$ cat config.mk
export PLATFORM = sky130hd
export DESIGN_NAME = parked_msg_buffer
export DESIGN_NICKNAME = d
export VERILOG_FILES = /design/src/rtl/pmb_pkg.sv /design/src/rtl/pmb_ram.sv /design/src/rtl/pmb_ctrl.sv /design/src/rtl/parked_msg_buffer.sv
export SDC_FILE = /design/constraint.sdc
export NUM_CORES = 1
export LEC_CHECK = 0
export BUFFER_PORTS_ARGS = -buffer_cell sky130_fd_sc_hd__buf_2
export CAP_MARGIN = 40
export CORE_MARGIN = 5
export CORE_UTILIZATION = 55
export CTS_CLUSTER_SIZE = 28
export DETAILED_ROUTE_END_ITERATION = 6
export PLACE_DENSITY_LB_ADDON = 0.1
export SYNTH_ARGS = -nofsm -noshare
export SYNTH_HDL_FRONTEND = slang
export SYNTH_HIERARCHICAL = 1
export SYNTH_SLANG_ARGS = --single-unit
$ cat constraint.sdc
create_clock -name clk -period 5.6 [get_ports clk]
set_clock_uncertainty 0.15 [all_clocks]
set_input_delay 0.84 -clock clk [delete_from_list [all_inputs] [get_ports clk]]
set_output_delay 0.84 -clock clk [all_outputs]
set_load 0.1 [all_outputs]
$ cat src/rtl/pmb_pkg.sv
package pmb_pkg;

  typedef enum logic [2:0] {
    PMB_IDLE  = 3'd0,
    PMB_FILL  = 3'd1,
    PMB_HOLD  = 3'd2,
    PMB_DRAIN = 3'd3,
    PMB_SPENT = 3'd4
  } pmb_state_e;

  // A request is honoured only when its role fits the current phase.
  function automatic logic role_fits(pmb_state_e st, logic want_send);
    return (st == PMB_IDLE && !want_send) || (st == PMB_HOLD && want_send);
  endfunction

endpackage

$ cat src/rtl/pmb_ram.sv
module pmb_ram #(
  parameter int DATA_W = 32,
  parameter int DEPTH  = 16,
  parameter int AW     = 4
) (
  input  logic              clk,
  input  logic              en,
  input  logic              we,
  input  logic [AW-1:0]     addr,
  input  logic [DATA_W-1:0] wdata,
  output logic [DATA_W-1:0] rdata
);

  logic [DATA_W-1:0] mem [DEPTH];

  // One port: a cycle either writes or reads, never both.
  always_ff @(posedge clk) begin
    if (en) begin
      if (we) mem[addr] <= wdata;
      else    rdata     <= mem[addr];
    end
  end

endmodule

$ cat src/rtl/pmb_ctrl.sv
module pmb_ctrl
  import pmb_pkg::*;
#(
  parameter int DEPTH = 16,
  parameter int AW    = 4,
  parameter int CW    = 5
) (
  input  logic          clk,
  input  logic          rst_n,
  input  logic          cmd_req,
  input  logic          cmd_send,
  input  logic          cmd_release,
  output logic          cmd_grant,
  output logic          cmd_refuse,
  input  logic          in_valid,
  input  logic          in_last,
  output logic          in_ready,
  input  logic          out_ready,
  output logic          out_valid,
  output logic          out_last,
  output logic          ram_en,
  output logic          ram_we,
  output logic [AW-1:0] ram_addr,
  output logic          busy,
  output logic          has_data,
  output logic [CW-1:0] stored_len,
  output logic          overflow
);

  localparam logic [CW-1:0] CAP = CW'(DEPTH);

  function automatic logic room_left(logic [CW-1:0] written);
    return written < CAP;
  endfunction

  function automatic logic words_pending(logic [CW-1:0] issued, logic [CW-1:0] len);
    return issued != len;
  endfunction

  pmb_state_e    st;
  logic [CW-1:0] wr_cnt;
  logic [CW-1:0] rd_cnt;
  logic          out_valid_q;
  logic          ovf_q;
  logic          grant_q;
  logic          refuse_q;

  // Named internal events
  logic in_fire, wr_hit, drop_hit, rd_issue, out_fire;
  logic req_ok, req_bad, release_ok;

  assign in_ready   = (st == PMB_FILL);
  assign in_fire    = in_valid && in_ready;
  assign wr_hit     = in_fire && room_left(wr_cnt);
  assign drop_hit   = in_fire && !room_left(wr_cnt);
  assign out_fire   = out_valid_q && out_ready;
  assign rd_issue   = (st == PMB_DRAIN) && words_pending(rd_cnt, wr_cnt)
                      && (!out_valid_q || out_ready);
  assign req_ok     = cmd_req && role_fits(st, cmd_send);
  assign req_bad    = cmd_req && !req_ok;
  assign release_ok = cmd_release && (st == PMB_SPENT);

  assign ram_en     = wr_hit || rd_issue;
  assign ram_we     = wr_hit;
  assign ram_addr   = wr_hit ? wr_cnt[AW-1:0] : rd_cnt[AW-1:0];

  assign out_valid  = out_valid_q;
  assign out_last   = out_valid_q && !words_pending(rd_cnt, wr_cnt);
  assign busy       = (st != PMB_IDLE);
  assign has_data   = (st == PMB_HOLD) || (st == PMB_DRAIN);
  assign stored_len = wr_cnt;
  assign overflow   = ovf_q;
  assign cmd_grant  = grant_q;
  assign cmd_refuse = refuse_q;

  always_ff @(posedge clk) begin
    if (!rst_n) begin
      st          <= PMB_IDLE;
      wr_cnt      <= '0;
      rd_cnt      <= '0;
      out_valid_q <= 1'b0;
      ovf_q       <= 1'b0;
      grant_q     <= 1'b0;
      refuse_q    <= 1'b0;
    end else begin
      grant_q  <= req_ok;
      refuse_q <= req_bad;
      if (wr_hit)   wr_cnt <= wr_cnt + 1'b1;
      if (drop_hit) ovf_q  <= 1'b1;
      if (rd_issue) rd_cnt <= rd_cnt + 1'b1;
      if (rd_issue)       out_valid_q <= 1'b1;
      else if (out_ready) out_valid_q <= 1'b0;
      unique case (st)
        PMB_IDLE: if (req_ok) begin
          st     <= PMB_FILL;
          wr_cnt <= '0;
          rd_cnt <= '0;
          ovf_q  <= 1'b0;
        end
        PMB_FILL:  if (in_fire && in_last) st <= PMB_HOLD;
        PMB_HOLD:  if (req_ok) begin
          st     <= PMB_DRAIN;
          rd_cnt <= '0;
        end
        PMB_DRAIN: if (out_fire && out_last) st <= PMB_SPENT;
        PMB_SPENT: if (release_ok) begin
          st     <= PMB_IDLE;
          wr_cnt <= '0;
          rd_cnt <= '0;
          ovf_q  <= 1'b0;
        end
        default: st <= PMB_IDLE;
      endcase
    end
  end

  // idle fill request is granted and opens the input stream
  p_grant_idle_r2: assert property (@(posedge clk) disable iff (!rst_n)
    (!busy && cmd_req && !cmd_send) |=> (cmd_grant && in_ready));

  // a beat past capacity raises overflow and leaves the count at capacity
  p_drop_keeps_len_r4: assert property (@(posedge clk) disable iff (!rst_n)
    (in_valid && in_ready && stored_len == CAP) |=> (overflow && stored_len == CAP));

  // the stored length cannot move while a message is parked or replaying
  p_len_frozen_r5: assert property (@(posedge clk) disable iff (!rst_n)
    has_data |=> $stable(stored_len));

  // a stalled output word keeps its valid
  p_hold_valid_r6: assert property (@(posedge clk) disable iff (!rst_n)
    (out_valid && !out_ready) |=> out_valid);

  // a fill request while engaged is refused
  p_refuse_busy_r7: assert property (@(posedge clk) disable iff (!rst_n)
    (busy && cmd_req && !cmd_send) |=> (cmd_refuse && !cmd_grant));

  // a release while data is undelivered keeps the buffer engaged
  p_early_release_r9: assert property (@(posedge clk) disable iff (!rst_n)
    (cmd_release && has_data) |=> busy);

  // input and output sides of the single port never overlap
  p_no_rw_overlap_r10: assert property (@(posedge clk) disable iff (!rst_n)
    !(in_ready && out_valid));

endmodule

$ cat src/rtl/parked_msg_buffer.sv
module parked_msg_buffer #(
  parameter int DATA_W = 32,
  parameter int DEPTH  = 16,
  localparam int AW    = (DEPTH > 1) ? $clog2(DEPTH) : 1,
  localparam int CW    = $clog2(DEPTH + 1)
) (
  input  logic              clk,
  input  logic              rst_n,
  input  logic              cmd_req,
  input  logic              cmd_send,
  input  logic              cmd_release,
  output logic              cmd_grant,
  output logic              cmd_refuse,
  input  logic              in_valid,
  output logic              in_ready,
  input  logic [DATA_W-1:0] in_data,
  input  logic              in_last,
  output logic              out_valid,
  input  logic              out_ready,
  output logic [DATA_W-1:0] out_data,
  output logic              out_last,
  output logic              busy,
  output logic              has_data,
  output logic [CW-1:0]     stored_len,
  output logic              overflow
);

  logic          ram_en;
  logic          ram_we;
  logic [AW-1:0] ram_addr;

  pmb_ctrl #(.DEPTH(DEPTH), .AW(AW), .CW(CW)) u_ctrl (
    .clk(clk), .rst_n(rst_n),
    .cmd_req(cmd_req), .cmd_send(cmd_send), .cmd_release(cmd_release),
    .cmd_grant(cmd_grant), .cmd_refuse(cmd_refuse),
    .in_valid(in_valid), .in_last(in_last), .in_ready(in_ready),
    .out_ready(out_ready), .out_valid(out_valid), .out_last(out_last),
    .ram_en(ram_en), .ram_we(ram_we), .ram_addr(ram_addr),
    .busy(busy), .has_data(has_data), .stored_len(stored_len),
    .overflow(overflow)
  );

  pmb_ram #(.DATA_W(DATA_W), .DEPTH(DEPTH), .AW(AW)) u_ram (
    .clk(clk), .en(ram_en), .we(ram_we), .addr(ram_addr),
    .wdata(in_data), .rdata(out_data)
  );

  // a stalled output word keeps its value
  p_hold_data_r6: assert property (@(posedge clk) disable iff (!rst_n)
    (out_valid && !out_ready) |=> $stable(out_data));

endmodule

==> results.py, run 1 <==
metrics = {
    "cts": {
        "cts_max_level": 2,
        "clkSinkCount": 561,
        "clkTransAtPathRegs_ns": 0.07,
        "cts_buffers": 55,
        "cts_tree": "built",
        "clk_latency_ns": 0.59,
        "postCtsSetupBuffers": 0,
        "postCtsResizedCells": 0,
        "cts_root_buf": "clkbuf_16",
        "cts_hold_buf": 0,
        "clock_path_buffers": 3,
    },
    "global_route": {
        "antenna_found_initial": 2,
        "grt_overflow": 0,
        "grt.total_usage": 0.214,
        "grt_pass1_vias": 10100,
        "grt_pass1_wl_um": 65900,
        "grt_max_degree": 67,
    },
    "synthesis": {
        "ys_warn_count": 6,
        "syn-num-nets": 994,
        "synthFlopType": "edfxtp_1",
        "synth-seq-cells": 561,
        "syn_inst": 952,
        "async_flop_share": 0,
        "synth_seq_area_share": 0.788,
        "synth_area_um2": 21200,
        "syn_area_per_cell_um2": 22.2,
        "synth_edf_count": 544,
        "synth_cell_type_count": 49,
    },
    "route": {
        "routed_wl_um": 44100,
        "viasPerCell": 6.11,
        "drcViolationCount": 0,
        "drt-wirelength-per-cell_um": 27.2,
        "vias": 9906,
        "ant_nets": 0,
        "drt-initial-drc-count": 828,
        "dr.pass1.iters": 5,
    },
    "setup_path": {
        "critPathTopFamily": "multiplexers",
        "end_kind": "register",
        "cp.required_ns": 5.78,
        "max_stage_delay_ns": 0.65,
        "cp_max_fo": 53,
        "cp_num_buf_inv": 2,
        "cp_slowest_cell": "mux2_8",
        "critPathKind": "register to register",
        "path_common_cell": "buf_4",
        "worstSetupStartpointType": "register",
        "path_cells": "and4bb_2 > nor2b_1 > buf_4 > mux2_8 > buf_4 > mux4_2 > a22oi_1 > nand2_1",
        "cp.arrival_ns": 4.12,
    },
    "place": {
        "port-buffer-count": 84,
        "gp_congestion": 0.734,
        "dp_hpwl_um": 23500,
    },
    "finish": {
        "drive_gt1_frac": 0.312,
        "syn2layout_area_growth_pct": 13.8,
        "antennaDiodeCount": 0,
        "num-fill-cells": 2600,
        "layout_commonest_cell": "edfxtp_1",
        "layout.nets": 1118,
        "seq_area_um2": 16700,
        "fin_util": 0.636,
        "multi_input_area_um2": 4390,
        "layout_common_cells": "edfxtp_1 (544), mux4_2 (128), buf_2 (84)",
    },
    "sta": {
        "worstMarginPinSlew_ns": 0.786,
        "rsz0062_at_grt": "no",
        "fin_tns_setup_ns": 0,
        "fin_crit_sh": 0.703,
        "period_needed_ns": 3.93,
        "finalSetupViolCount": 0,
        "finalHoldViolCount": 0,
        "fmax_ghz": 0.254,
        "relSlewSlack": 0.475,
        "drv_slew": 0,
    },
    "power": {
        "p_leak_nw": 7.51,
        "ir_worst_vdd_mv": 0.269,
        "power_mw": 8.12,
        "power.density_nw_per_um2": 337,
    },
    "floorplanning": {
        "initial_core_util": 0.559,
        "core_um2": 37800,
        "die_area_um2": 42500,
        "num_rows": 71,
        "die_w_um": 206,
        "die_h_um": 206,
        "io_pins": 85,
    },
    "hold_path": {
        "hp-class": "register to register",
    },
    "run": {
        "max_cap_viol_count": 0,
    },
    "run_status": {
        "status": "completed",
    },
}
## cells by family (layout without fill, tap and decap cells)
| logic type | after synthesis | count (layout) | synth area share |
|---|---|---|---|
| DFF | 561 | 561 | 0.788 |
| muxes | 133 | 133 | 0.139 |
| and+or+nand+nor | 110 | 110 | 0.0258 |
| AOI/OAI and AO/OA | 84 | 84 | 0.0293 |
| buffers and inverters | 52 | 211 | 0.0131 |
| xor gates and xnor gates | 10 | 10 | 0.00414 |
| adders and majority gates | 2 | 2 | 0.00118 |
## path summary, 6_finish.rpt
kind | from | endpoint | cells after the start | slack (ns)
setup reg to reg | u_ctrl/st[1] | u_ram/rdata[9] | 8 | 1.67
hold / removal | u_ctrl/overflow | u_ctrl/overflow | 2 | 0.32
hold reg to reg | u_ctrl/overflow | u_ctrl/overflow | 2 | 0.32
setup / recovery | u_ctrl/st[1] | u_ram/rdata[9] | 8 | 1.67
## state kept, by name, indices dropped and copies added, names as in the netlist
| signal | cells |
|---|---|
| u_ctrl/stored_len | 5 |
| u_ctrl/st | 3 |
| u_ctrl/out_valid | 1 |
| u_ctrl/cmd_refuse | 1 |
| u_ctrl/rd_cnt | 5 |
| u_ctrl/cmd_grant | 1 |
| u_ctrl/overflow | 1 |
| u_ram/rdata | 32 |
| u_ram/mem | 512 |
## power by group
| group | switching (mW) | internal (mW) |
|---|---|---|
| Clock | 1.45 | 1.88 |
| Combinational | 0.144 | 0.0354 |
| Sequential | 0.00745 | 4.61 |
| Total | 1.60 | 6.52 |
## cells in the mapped netlist, types with 4 or more instances
library cell,instances,area [um2]
clkbuf_1,28,105
xnor2_1,6,52.6
dfxtp_1,17,340
nand2b_1,6,37.5
nor3_1,5,25.0
buf_2,12,60.1
nand2_1,39,146
or3_1,5,31.3
nor2_1,26,97.6
xor2_1,4,35.0
mux4_2,128,2880
nor2b_1,4,25.0
o21ai_0,5,25.0
a21oi_1,6,30.0
a22oi_1,64,480
nand3_1,4,20.0
buf_6,8,90.1
mux2_2,4,45.0
edfxtp_1,544,16300
## metal layers
metal  GRT usage  vias to the layer above  wire, um  share of wire
li1            -                     4249         -              -
met1       0.308                     5268     18600           0.42
met2       0.346                      326     21900           0.50
met3      0.0422                       59      2900          0.066
met4      0.0485                        4       758          0.017
met5           0                        -        26        0.00059
## area by class of cell
type | count | area share
inverter | 1 | 0.000156
clock inverter | 24 | 0.00681
timing repair buffer | 118 | 0.0327
clock buffer | 68 | 0.0592
multi-input combinational | 339 | 0.182
sequential | 561 | 0.692
tap | 511 | 0.0265
## stage by stage
stage | worst slack, ns | hold slack [ns] | instances | area [um2]
3_5_place_dp | 1.31 | 0.314 | 1530 | 22500
4_1_cts | 1.62 | 0.330 | 1622 | 24100
5_1_grt | 1.33 | 0.345 | 1622 | 24100
2_1_floorplan | 0.168 | 0.321 | 952 | 21200
3_3_place_gp | 1.30 | 0.297 | 1530 | 22500
6_report | 1.67 | 0.319 | 1622 | 24100
## worst min-delay path, delay by kind of cell, from the launching register on
family / cells / cell delay [ns]
compound gates: 1 / 0.04
flops: 1 / 0.32
simple gates: 1 / 0.07
Power figures use the tool's default switching activity.
==> run 2: changes to the inputs <==
==> constraint.sdc (replaced) <==
create_clock -name clk -period 3.3 [get_ports clk]
set_clock_uncertainty 0.15 [all_clocks]
set_input_delay 0.495 -clock clk [delete_from_list [all_inputs] [get_ports clk]]
set_output_delay 0.495 -clock clk [all_outputs]
set_load 0.1 [all_outputs]
==> run 2 against run 1 <==
  * Worst hold slack worse by 0.28 ns
  * Final cell count up 2.1%
  * Clock-buffer cell count unchanged
  * Sequential share of layout area fell by 1.5 points
  * Non-clock buffer count increased by 33
  * Die area is the same
  * Routed wire length is 3.5% higher
  * Clock power rose by 65%
  * Register-to-register slack got worse by 1.3 ns
  * Highest routed layer unchanged
  * Power is 68% higher
  * Largest power group unchanged
  * Final area up 2.3%
==> results.py, run 2 (synthesis gave the netlist of run 1 again) <==
metrics = {
    "cts": {
        "postCtsResizedCells": 0,
        "postCtsSetupBuffers": 0,
        "cts_buffers": 54,
        "cts_root_buf": "clkbuf_16",
        "clkSinkCount": 561,
        "cts_max_level": 2,
        "cts_hold_buf": 0,
        "clock_path_buffers": 3,
        "cts_tree": "built",
        "clk_latency_ns": 0.59,
        "clkTransAtPathRegs_ns": 0.06,
    },
    "hold_path": {
        "hp-class": "input port to register",
    },
    "finish": {
        "drive_gt1_frac": 0.336,
        "reg_top3": "u_ram/mem x512, u_ram/rdata x32",
        "fin_util": 0.651,
        "num-fill-cells": 2557,
        "layout.nets": 1150,
        "seq_area_um2": 16700,
        "layout_common_cells": "edfxtp_1 (544), mux4_2 (128), buf_2 (84)",
        "multi_input_area_um2": 4420,
        "antennaDiodeCount": 0,
        "syn2layout_area_growth_pct": 16.4,
        "final_cells": 1656,
        "regMostFlops": "u_ram/mem",
        "layout_commonest_cell": "edfxtp_1",
        "largest_register_ffs": 512,
    },
    "setup_path": {
        "critPathKind": "register to register",
        "cp_max_fo": 21,
        "cp.required_ns": 3.48,
        "worstSetupStartpointType": "register",
        "cp.arrival_ns": 3.14,
        "end_kind": "register",
    },
    "floorplanning": {
        "io_pins": 85,
        "die_area_um2": 42500,
        "die_h_um": 206,
        "num_rows": 71,
        "core_um2": 37800,
        "initial_core_util": 0.559,
        "die_w_um": 206,
    },
    "route": {
        "dr.pass1.iters": 5,
        "drt-initial-drc-count": 865,
        "viasPerCell": 6.07,
        "top_layer_used": "met5",
        "wl_met2_um": 22800,
        "routed_wl_um": 45700,
        "ant_nets": 0,
        "vias": 10100,
        "drt-wirelength-per-cell_um": 27.6,
        "drcViolationCount": 0,
        "met3_length_um": 2740,
        "wl_met1_um": 19500,
    },
    "global_route": {
        "grt_pass1_vias": 10200,
        "antenna_found_initial": 1,
        "grt_max_degree": 69,
        "grt.total_usage": 0.221,
        "grt_pass1_wl_um": 68000,
        "grt_overflow": 0,
    },
    "place": {
        "dp.cells": 1563,
        "dp_hpwl_um": 26300,
        "port-buffer-count": 84,
        "gp_congestion": 0.753,
    },
    "power": {
        "ir_worst_vdd_mv": 0.400,
        "power.density_nw_per_um2": 554,
        "p_leak_nw": 7.72,
        "power_mw": 13.7,
    },
    "sta": {
        "rsz0062_at_grt": "no",
        "finalSetupViolCount": 0,
        "fin_tns_setup_ns": 0,
        "hold_ws_ns": 0.0390,
        "fin_crit_sh": 0.900,
        "relSlewSlack": 0.657,
        "drv_slew": 0,
        "finalHoldViolCount": 0,
        "period_needed_ns": 2.97,
        "fmax_ghz": 0.337,
        "worstMarginPinSlew_ns": 0.518,
    },
    "run_status": {
        "status": "completed",
    },
    "run": {
        "max_cap_viol_count": 0,
    },
}
-- run 2: changes by cell type in the layout (fill, tap and decap cells not counted), sizes merged --
cell    previous run  this run
inv                2         1
clkinv            20        23
bufinv             2         1
buf              118       151
-- run 2: worst paths after layout --
kind	start	cells past startpoint	slack (ns)	endpoint
worst max-delay path	u_ctrl/st[2]	8	0.33	u_ram/rdata[11]
worst min-delay path	cmd_req	3	0.04	u_ctrl/cmd_refuse
worst max register to register	u_ctrl/st[2]	8	0.33	u_ram/rdata[11]
worst min register to register	u_ctrl/overflow	2	0.34	u_ctrl/overflow
-- run 2: critical path: stages, from the launching register on --
cell and delay [ns]:
dfxtp_1 0.31, and4bb_2 0.33, nor2b_1 0.15, buf_4 0.18
mux2_8 0.49, buf_12 0.23, mux4_2 0.43, a22oi_1 0.31
nand2_1 0.10
-- run 2: layer usage --
metal,global-route usage,vias up
met3,0.0432,58
met2,0.356,297
li1,-,4324
met4,0.0416,2
met1,0.327,5379
met5,0,-
-- run 2: where the power goes --
part	total, mW	internal [mW]	switching, mW
Clock	5.50	3.06	2.44
Sequential	7.83	7.82	0.00820
Combinational	0.320	0.0661	0.254
-- run 2: layout make-up --
type / count / share of cell area
flip-flops and latches: 561 / 0.677
clock inverters: 25 / 0.00599
inverters: 1 / 0.000152
well taps: 511 / 0.0260
clock buffers: 68 / 0.0570
multi-input cells: 339 / 0.180
repair buffers: 151 / 0.0542
-- run 2: stage by stage --
stage	setup slack, ns	instance area [um2]
2_1_floorplan	-0.294	21300
3_3_place_gp	0.0936	23100
3_5_place_dp	0.0709	23100
4_1_cts	0.350	24600
5_1_grt	0.228	24600
6_report	0.331	24600
==> run 3: changes to the inputs <==
--- a/config.mk
+++ b/config.mk
@@ -5,7 +5,7 @@
 export SDC_FILE = /design/constraint.sdc
 export NUM_CORES = 1
 export LEC_CHECK = 0
-export BUFFER_PORTS_ARGS = -buffer_cell sky130_fd_sc_hd__buf_2
+export BUFFER_PORTS_ARGS = -buffer_cell sky130_fd_sc_hd__buf_4
 export CAP_MARGIN = 40
 export CORE_MARGIN = 5
 export CORE_UTILIZATION = 55
==> run 3 against run 2 <==
  * Flip-flop and latch count unchanged
  * Highest routed layer is now met4
  * Critical endpoint is now u_ram/rdata[7]
  * Core utilization increased by 1.4 points
  * Register-to-register slack improved by 0.04 ns
  * Sequential share of layout area fell by 1.4 points
==> results.py, run 3 (synthesis gave the netlist of run 1 again) <==
metrics = {
    "cts": {
        "clock_path_buffers": 3,
        "cts_max_level": 2,
        "postCtsSetupBuffers": 0,
        "cts_buffers": 56,
        "clkSinkCount": 561,
        "postCtsResizedCells": 0,
        "cts_root_buf": "clkbuf_16",
        "cts_hold_buf": 0,
        "clkTransAtPathRegs_ns": 0.06,
        "cts_tree": "built",
        "clk_latency_ns": 0.59,
    },
    "sta": {
        "finalHoldViolCount": 0,
        "period_needed_ns": 2.93,
        "worst_slack_ns": 0.371,
        "rsz0062_at_grt": "no",
        "fin_crit_sh": 0.887,
        "relSlewSlack": 0.688,
        "worstMarginPinSlew_ns": 0.468,
        "drv_slew": 0,
        "finalSetupViolCount": 0,
        "fmax_ghz": 0.341,
    },
    "route": {
        "viasPerCell": 6.05,
        "dr.pass1.iters": 5,
        "vias": 10100,
        "drcViolationCount": 0,
        "ant_nets": 0,
        "routed_wl_um": 45800,
        "drt-initial-drc-count": 868,
        "drt-wirelength-per-cell_um": 27.4,
    },
    "hold_path": {
        "hp-class": "input port to register",
        "min_path_cells": 3,
        "worstHoldEndpoint": "u_ctrl/cmd_grant",
        "hp-start": "cmd_req",
    },
    "floorplanning": {
        "core_um2": 37800,
        "die_area_um2": 42500,
        "die_w_um": 206,
        "die_h_um": 206,
        "io_pins": 85,
        "num_rows": 71,
        "initial_core_util": 0.559,
    },
    "setup_path": {
        "cp_slowest_cell": "mux4_2",
        "path_cells": "and4bb_2 > nor2b_1 > buf_4 > mux2_8 > buf_4 > mux4_2 > a22oi_1 > nand2_1",
        "critPathLaunch": "u_ctrl/st[1]",
        "cp_max_fo": 25,
        "reg2reg_slack_ns": 0.37,
        "r2r_start": "u_ctrl/st[1]",
        "rr_worst_depth": 8,
        "cp.required_ns": 3.48,
        "max_stage_delay_ns": 0.55,
        "worstSetupStartpointType": "register",
        "path_common_cell": "buf_4",
        "end_kind": "register",
        "reg2reg_to": "u_ram/rdata[7]",
        "cp.arrival_ns": 3.10,
        "critPathKind": "register to register",
    },
    "global_route": {
        "antenna_found_initial": 0,
        "grt_max_degree": 56,
        "grt_overflow": 0,
        "grt_pass1_vias": 10400,
        "grt.total_usage": 0.222,
        "grt_pass1_wl_um": 68500,
    },
    "finish": {
        "layout_common_cells": "edfxtp_1 (544), mux4_2 (128), buf_4 (122)",
        "reg_top3": "u_ram/mem x512, u_ram/rdata x32",
        "num-fill-cells": 2521,
        "drive_gt1_frac": 0.349,
        "multi_input_area_um2": 4420,
        "largest_register_ffs": 512,
        "regMostFlops": "u_ram/mem",
        "antennaDiodeCount": 0,
        "layout_commonest_cell": "edfxtp_1",
        "seq_area_um2": 16700,
        "layout.nets": 1157,
        "syn2layout_area_growth_pct": 18.8,
    },
    "place": {
        "gp_congestion": 0.735,
        "dp_hpwl_um": 25700,
        "port-buffer-count": 84,
        "pre_cts_slack_ns": 0.0669,
    },
    "power": {
        "power.density_nw_per_um2": 572,
        "p_leak_nw": 7.94,
        "power_mw": 14.4,
        "ir_worst_vdd_mv": 0.427,
    },
    "run": {
        "max_cap_viol_count": 0,
    },
    "run_status": {
        "status": "completed",
    },
}
run 3: changes by cell type in the layout (fill, tap and decap cells not counted), moves of 5 or more:
cell       delta
buf_4        +88
clkinv_1      +5
clkinv_2      +5
clkbuf_1     -11
buf_2        -84
bufinv_16     +6
run 3: where the power goes:
part	internal, mW	switching, mW
Sequential	7.82	0.00871
Combinational	0.0900	0.251
Clock	3.67	2.55
run 3: area by class of cell:
class | count | share of cell area
clock inverter | 42 | 0.0148
inverter | 1 | 0.000149
sequential | 561 | 0.663
multi-input combinational | 339 | 0.176
tap | 511 | 0.0254
clock buffer | 60 | 0.0571
timing repair buffer | 156 | 0.0635
run 3: layer usage:
metal  vias up  global-route usage  part of all wire
met5         -                   0                 0
met4         0              0.0471             0.014
met3        55              0.0348             0.056
met2       308               0.367              0.51
met1      5412               0.323              0.42
li1       4334                   -                 -
run 3: how the worst max path moves through the flow:
stage	slack [ns]	cells past startpoint	to
floorplan	-0.29	9	u_ram/mem[0][0]
CTS	0.33	8	u_ram/rdata[7]
finish	0.37	8	u_ram/rdata[7]
global route	0.18	8	u_ram/rdata[1]
global placement	0.07	9	u_ram/rdata[6]
detailed placement	0.07	9	u_ram/rdata[1]
run 3: worst max-delay path: cells and delay by family, from the launching register on:
family,cells,cell delay (ns)
flops,1,0.33
simple gates,3,0.47
mux,2,1.00
buf+inv,2,0.50
compound gates,1,0.19
run 3: stage by stage:
step	instances	hold slack [ns]	TNS, ns	area [um2]	utilization
2_1_floorplan	952	0.321	-82.55	21300	-
3_3_place_gp	1567	0.311	0	23300	0.616
3_5_place_dp	1568	0.316	0	23300	0.617
4_1_cts	1670	0.0112	0	25200	0.665
5_1_grt	1670	0.0284	0	25200	0.665
6_report	1670	0.0479	0	25200	0.665
